$ cat src/rtl/i2cam_pkg.sv
package i2cam_pkg;

  typedef enum logic [1:0] {
    ST_IDLE,
    ST_ADDR,
    ST_DATA,
    ST_SKIP
  } matchState_t;

  // control -> datapath strobes
  typedef struct packed {
    logic cntClr;
    logic cntInc;
    logic shiftEn;
    logic loadBuf;
  } dpStrobe_t;

  // datapath -> control bus events
  typedef struct packed {
    logic startDet;
    logic stopDet;
    logic sclRise;
    logic sclFall;
  } busEvent_t;

endpackage

$ cat src/rtl/i2cam_datapath.sv
module i2cam_datapath
  import i2cam_pkg::*;
#(
  parameter int BYTE_W = 8,
  parameter int CNT_W  = 4
) (
  input  logic              clk,
  input  logic              rstN,
  input  logic              sclIn,
  input  logic              sdaIn,
  input  dpStrobe_t         strobe,
  input  logic              bufRead,
  output busEvent_t         ev,
  output logic [CNT_W-1:0]  bitCnt,
  output logic [BYTE_W-1:0] nextByte,
  output logic [BYTE_W-1:0] rxByte,
  output logic              bufFull
);

  logic sclD;
  logic sdaD;
  logic [BYTE_W-1:0] shReg;

  // previous line levels; an idle bus is high
  always_ff @(posedge clk) begin
    if (!rstN) begin
      sclD <= 1'b1;
      sdaD <= 1'b1;
    end else begin
      sclD <= sclIn;
      sdaD <= sdaIn;
    end
  end

  always_comb begin
    ev.startDet = sclIn & sclD & sdaD & ~sdaIn;
    ev.stopDet  = sclIn & sclD & ~sdaD & sdaIn;
    ev.sclRise  = sclIn & ~sclD;
    ev.sclFall  = ~sclIn & sclD;
  end

  assign nextByte = {shReg[BYTE_W-2:0], sdaIn};

  always_ff @(posedge clk) begin
    if (!rstN) begin
      bitCnt <= '0;
      shReg  <= '0;
    end else begin
      if (strobe.cntClr) begin
        bitCnt <= '0;
      end else if (strobe.cntInc) begin
        bitCnt <= bitCnt + 1'b1;
      end
      if (strobe.shiftEn) begin
        shReg <= nextByte;
      end
    end
  end

  always_ff @(posedge clk) begin
    if (!rstN) begin
      rxByte  <= '0;
      bufFull <= 1'b0;
    end else if (strobe.loadBuf) begin
      rxByte  <= nextByte;
      bufFull <= 1'b1;
    end else if (bufRead) begin
      bufFull <= 1'b0;
    end
  end

endmodule

$ cat src/rtl/i2cam_control.sv
module i2cam_control
  import i2cam_pkg::*;
#(
  parameter int ADDR_W = 7,
  parameter int BYTE_W = 8,
  parameter int CNT_W  = 4
) (
  input  logic              clk,
  input  logic              rstN,
  input  busEvent_t         ev,
  input  logic [CNT_W-1:0]  bitCnt,
  input  logic [BYTE_W-1:0] nextByte,
  input  logic              bufFull,
  input  logic [ADDR_W-1:0] ownAddr,
  input  logic              gcEnable,
  input  logic              tenBitMode,
  input  logic              flagClear,
  output dpStrobe_t         strobe,
  output logic              sdaPullLow,
  output logic              irqFlag,
  output logic              overflow,
  output logic              startSeen,
  output logic              stopSeen
);

  localparam logic [CNT_W-1:0] LAST_BIT = CNT_W'(BYTE_W - 1);
  localparam logic [CNT_W-1:0] ACK_WAIT = CNT_W'(BYTE_W);
  localparam logic [CNT_W-1:0] ACK_CLK  = CNT_W'(BYTE_W + 1);

  matchState_t state;
  logic ackArmed;
  logic irqPend;
  logic active;
  logic busCond;
  logic byteDone;
  logic ownHit;
  logic gcHit;
  logic matched;

  assign active   = (state == ST_ADDR) || (state == ST_DATA);
  assign busCond  = ev.startDet | ev.stopDet;
  assign byteDone = active && !busCond && ev.sclRise && (bitCnt == LAST_BIT);
  assign ownHit   = !tenBitMode && (nextByte[BYTE_W-1:1] == ownAddr);
  assign gcHit    = gcEnable && (nextByte == '0);
  assign matched  = (state == ST_DATA) || ownHit || gcHit;

  always_comb begin
    strobe = '0;
    if (busCond) begin
      strobe.cntClr = 1'b1;
    end else if (active) begin
      if (ev.sclRise && (bitCnt < ACK_WAIT)) begin
        strobe.shiftEn = 1'b1;
        strobe.cntInc  = 1'b1;
      end else if (ev.sclRise && (bitCnt == ACK_WAIT)) begin
        strobe.cntInc = 1'b1;
      end else if (ev.sclFall && (bitCnt == ACK_CLK)) begin
        strobe.cntClr = 1'b1;
      end
    end
    strobe.loadBuf = byteDone && matched && !bufFull;
  end

  always_ff @(posedge clk) begin
    if (!rstN) begin
      state      <= ST_IDLE;
      sdaPullLow <= 1'b0;
      ackArmed   <= 1'b0;
      irqPend    <= 1'b0;
      irqFlag    <= 1'b0;
      overflow   <= 1'b0;
      startSeen  <= 1'b0;
      stopSeen   <= 1'b0;
    end else begin
      if (flagClear) begin
        irqFlag  <= 1'b0;
        overflow <= 1'b0;
      end
      if (ev.startDet) begin
        state      <= ST_ADDR;
        startSeen  <= 1'b1;
        stopSeen   <= 1'b0;
        sdaPullLow <= 1'b0;
        ackArmed   <= 1'b0;
        irqPend    <= 1'b0;
      end else if (ev.stopDet) begin
        state      <= ST_IDLE;
        startSeen  <= 1'b0;
        stopSeen   <= 1'b1;
        sdaPullLow <= 1'b0;
        ackArmed   <= 1'b0;
        irqPend    <= 1'b0;
      end else if (active) begin
        if (byteDone) begin
          if (matched) begin
            state    <= ST_DATA;
            irqPend  <= 1'b1;
            ackArmed <= !bufFull;
            if (bufFull) begin
              overflow <= 1'b1;
            end
          end else begin
            state <= ST_SKIP;
          end
        end
        if (ev.sclFall && (bitCnt == ACK_WAIT) && ackArmed) begin
          sdaPullLow <= 1'b1;
          ackArmed   <= 1'b0;
        end
        if (ev.sclFall && (bitCnt == ACK_CLK)) begin
          sdaPullLow <= 1'b0;
          if (irqPend) begin
            irqFlag <= 1'b1;
            irqPend <= 1'b0;
          end
        end
      end
    end
  end

endmodule

$ cat src/rtl/i2c_addr_matcher.sv
module i2c_addr_matcher
  import i2cam_pkg::*;
#(
  parameter int ADDR_W = 7,
  localparam int BYTE_W = ADDR_W + 1
) (
  input  logic              clk,
  input  logic              rstN,
  input  logic              sclIn,
  input  logic              sdaIn,
  input  logic [ADDR_W-1:0] ownAddr,
  input  logic              gcEnable,
  input  logic              tenBitMode,
  input  logic              bufRead,
  input  logic              flagClear,
  output logic              sdaPullLow,
  output logic [BYTE_W-1:0] rxByte,
  output logic              bufFull,
  output logic              irqFlag,
  output logic              overflow,
  output logic              startSeen,
  output logic              stopSeen,
  output logic              busFree
);

  localparam int CNT_W = $clog2(BYTE_W + 2);

  busEvent_t         ev;
  dpStrobe_t         strobe;
  logic [CNT_W-1:0]  bitCnt;
  logic [BYTE_W-1:0] nextByte;

  i2cam_datapath #(
    .BYTE_W(BYTE_W),
    .CNT_W (CNT_W)
  ) uDp (
    .clk     (clk),
    .rstN    (rstN),
    .sclIn   (sclIn),
    .sdaIn   (sdaIn),
    .strobe  (strobe),
    .bufRead (bufRead),
    .ev      (ev),
    .bitCnt  (bitCnt),
    .nextByte(nextByte),
    .rxByte  (rxByte),
    .bufFull (bufFull)
  );

  i2cam_control #(
    .ADDR_W(ADDR_W),
    .BYTE_W(BYTE_W),
    .CNT_W (CNT_W)
  ) uCtl (
    .clk       (clk),
    .rstN      (rstN),
    .ev        (ev),
    .bitCnt    (bitCnt),
    .nextByte  (nextByte),
    .bufFull   (bufFull),
    .ownAddr   (ownAddr),
    .gcEnable  (gcEnable),
    .tenBitMode(tenBitMode),
    .flagClear (flagClear),
    .strobe    (strobe),
    .sdaPullLow(sdaPullLow),
    .irqFlag   (irqFlag),
    .overflow  (overflow),
    .startSeen (startSeen),
    .stopSeen  (stopSeen)
  );

  assign busFree = stopSeen | ~(startSeen | stopSeen);

endmodule

$ cat config.mk
export PLATFORM = sky130hd
export DESIGN_NAME = i2c_addr_matcher
export DESIGN_NICKNAME = d
export VERILOG_FILES = /design/src/rtl/i2cam_pkg.sv /design/src/rtl/i2cam_datapath.sv /design/src/rtl/i2cam_control.sv /design/src/rtl/i2c_addr_matcher.sv
export SDC_FILE = /design/constraint.sdc
export NUM_CORES = 1
export LEC_CHECK = 0
export CAP_MARGIN = 30
export CORE_MARGIN = 8
export CORE_UTILIZATION = 36
export CTS_BUF_LIST = sky130_fd_sc_hd__clkbuf_16
export CTS_CLUSTER_SIZE = 10
export DETAILED_ROUTE_END_ITERATION = 8
export SLEW_MARGIN = 10
export SYNTH_ARGS = -nofsm -noshare
export SYNTH_HDL_FRONTEND = slang
export SYNTH_SLANG_ARGS = --single-unit
$ cat constraint.sdc
create_clock -name clk -period 2.7 [get_ports clk]
set_input_delay 0.27 -clock clk [delete_from_list [all_inputs] [get_ports clk]]
set_output_delay 0.27 -clock clk [all_outputs]
set_load 0.02 [all_outputs]
==> impl_metrics.csv <==
group,metric,value,unit
cts,ctsHoldBuffers,0,
yosys,synth_xor_area_share,5.512,%
floorplanning,io_pins,30,
min_path,worstHoldPathType,"reg -> reg",
yosys,synth_enable_flop_cells,0,
yosys,synth_nets,173,
run_status,status,"complete, no violations",
critical_path,cp_max_fo,9,
yosys,syn-cell-area,1430,µm²
global_routing,grt_first_pass_wirelength,5.664,mm
timing,maxSlewViolCount,0,
power,swShare,21.04,%
critical_path,cp.arrival,2.27,ns
timing,clock_skew,0.003389,ns
cts,cts-htree-levels,2,
cts,cts_buffers,5,
min_path,worstHoldStart,"uDp.rxByte[6]",
power,power_frac_seq,44.3,%
critical_path,r2r-start,"uCtl.state[0]",
cts,clkSinkCount,31,
yosys,yosysUniqueCellTypes,33,
power,p_clk_share,48.7,%
floorplanning,rows,23,
cts,cts_tree,"yes",
critical_path,required,2.84,ns
timing,fmax,469.2,MHz
yosys,synthFlopType,"dfxtp_1",
power,power_frac_comb,7.0,%
timing,fin_crit,2.131,ns
detailed_routing,wl_per_cell,13.38,µm
timing,worstMarginPinSlew,0.6028,ns
power,power.density,556.0,nW/µm²
final_layout,drive_gt1_share,6.417,%
global_routing,grt_pass1_vias,1218,
place,portBuffers,29,
cts,clk_pin_slew,0.05,ns
timing,grt_setup_unrepaired,"no",
yosys,avgSynthCellArea,9.287,µm²
cts,post_cts_buffers,0,
final_layout,nets,205,
yosys,synth-compound-area-share,9.449,%
floorplanning,die-area,6246,µm²
timing,relSlewSlack,59.73,%
floorplanning,core_area,3914,µm²
critical_path,reg2regPathDepth,6,
timing,finalSetupViolCount,0,
power,intPower,0.0008349,W
min_path,whs_path_depth,2,
power,p_switching,0.0002224,W
yosys,synth_common_cells,"dfxtp_1 (31), nand2_1 (24), mux2i_1 (16)",
detailed_routing,num_vias,1143,
yosys,synth_warnings,0,
detailed_routing,avgViaCountPerCell,4.823,
final_layout,antenna_cells,0,
yosys,ys_seq_elements,31,
yosys,synth_top_family_by_area,"simple AND/OR/NAND/NOR gates",
yosys,synth_cells,154,
power,p_leak,0.7474,nW
global_routing,grt_overflow_total,0,
yosys,synthMuxAreaShare,11.20,%
final_layout,syn2layout_area_growth,32.98,%
yosys,yosys.area_share.simple,22.48,%
detailed_routing,routed_wl,3.171,mm
yosys,yosysTopAreaCell,"dfxtp_1",
global_routing,grtUsageTotal,11.18,%
floorplanning,die_h,79.03,µm
cts,worstSkewPairLatency,0.27,ns
min_path,min_to,"uDp.rxByte[6]",
run,cap_violations,0,
final_layout,fin_util,48.59,%
yosys,yosysSeqAreaShare,43.39,%
floorplanning,dieWidth,79.03,µm
place,gp_routability_congestion,0.7345,
detailed_routing,first_pass_iters,4,
place,dp_hpwl,2.367,mm
critical_path,reg2reg_to,"uDp.rxByte[3]",
power,power,0.001057,W
global_routing,grt_max_degree,33,
yosys,synth_fa_ha_area_share,3.500,%
detailed_routing,first_iter_violations,35,
critical_path,regToRegSetupSlack,0.57,ns
critical_path,end_kind,"register",
timing,hold_viol,0,
cts,cts_root_buf,"clkbuf_16",
yosys,synth_top_area_share,43.39,%
cts,post_cts_resized,0,
yosys,synth.most_common_cell,"dfxtp_1",
floorplanning,initial_utilization,36.54,%
detailed_routing,drc,0,
timing,setup-tns-final,0,ns
timing,finalCritPeriodShare,78.94,%
critical_path,critPathLaunchType,"register",
critical_path,critPathKind,"reg -> reg",
global_routing,antenna_found_initial,0,
yosys,synthTopCellsByArea,"dfxtp_1 (43%), mux2i_1 (11%), nand2_1 (6.3%)",
detailed_routing,ant_nets,0,
power,vdd.ir_drop.worst,0.0003057,V
cts,clockBufferDepth,2,
yosys,async_reset_ff_share,0,%
## layout make-up
class,count,area [µm²]
clock buffer,5,125.1
clock inverter,3,12.51
fill,392,2012
inverter,6,22.52
multi-input combinational,110,745.7
sequential,31,620.6
tap,50,62.56
timing repair buffer,32,312.8
## logic make-up (layout without fill, tap and decap cells)
family / after synthesis / after routing
simple gates: 62 / 62
flops: 31 / 31
compound gates: 19 / 19
mux: 16 / 16
buf+inv: 13 / 46
xor+xnor: 9 / 9
fa+ha+maj: 4 / 4
## worst max-delay path, stage by stage (launching register included)
cell	delay (ns)
dfxtp_1	0.30
inv_1	0.05
ha_1	0.34
nor4b_2	0.32
and3_1	0.23
or3b_1	0.57
mux2i_1	0.19
## routing by layer
layer | global-route usage, % | vias to the layer above | routed length, µm
met2 | 17.75 | 23 | 1465
met4 | 6.111 | 0 | 70
met3 | 3.837 | 8 | 172
met1 | 12.92 | 527 | 1461
met5 | 0 | - | 0
li1 | - | 585 | -
## cells in the final DEF, fill, tap and decap left out, types with 3 or more instances in the layout
master / netlist / final
clkdlybuf4s50_1: 0 / 29
nand2b_1: 7 / 7
nor2_1: 8 / 8
xor2_1: 7 / 7
ha_1: 4 / 4
clkbuf_16: 0 / 5
a21oi_1: 3 / 3
mux2i_1: 16 / 16
o21ai_0: 3 / 3
nor2b_1: 7 / 7
a21boi_0: 3 / 3
dfxtp_1: 31 / 31
nand2_1: 24 / 24
nand3_1: 4 / 4
inv_1: 6 / 8
buf_4: 2 / 3
nor4_1: 3 / 3
## metrics by stage
| stage | hold slack, ns | worst slack, ns | cell area (µm²) | std cells |
|---|---|---|---|---|
| 2_1_floorplan | 0.3437 | 0.5811 | 1430 | 154 |
| 3_3_place_gp | 0.4340 | 0.4515 | 1764 | 229 |
| 3_5_place_dp | 0.4454 | 0.3806 | 1764 | 229 |
| 4_1_cts | 0.4669 | 0.5564 | 1902 | 237 |
| 5_1_grt | 0.4918 | 0.4121 | 1902 | 237 |
| 6_report | 0.4618 | 0.5686 | 1902 | 237 |
## registers in the layout (all words and copies together) (netlist names), 2 cells and up
signal,count
uCtl.state,2
uDp.bitCnt,4
uDp.rxByte,8
uDp.shReg,7
## worst max-delay path by stage
stage	start	end	slack, ns	cells past startpoint
final	uCtl.state[0]	uDp.rxByte[3]	0.57	6
after global routing	uCtl.state[0]	uDp.rxByte[3]	0.41	6
after CTS	uCtl.state[0]	uDp.rxByte[4]	0.56	6
after detailed placement	sdaIn	uDp.rxByte[4]	0.38	6
after global placement	sdaIn	uDp.rxByte[0]	0.45	6
after floorplan	uCtl.state[0]	uDp.rxByte[0]	0.58	9
## power by group through the flow
stage / clock, W / sequential [W] / combinational (W)
2_1_floorplan: 0 / 0.000478 / 0.0000356
3_3_place_gp: 0 / 0.000477 / 0.0000727
3_5_place_dp: 0 / 0.000477 / 0.0000744
4_1_cts: 0.000528 / 0.000468 / 0.0000748
5_1_grt: 0.000555 / 0.000468 / 0.0000815
6_report: 0.000515 / 0.000468 / 0.0000743
No activity file was read; power rests on OpenSTA's default activity.
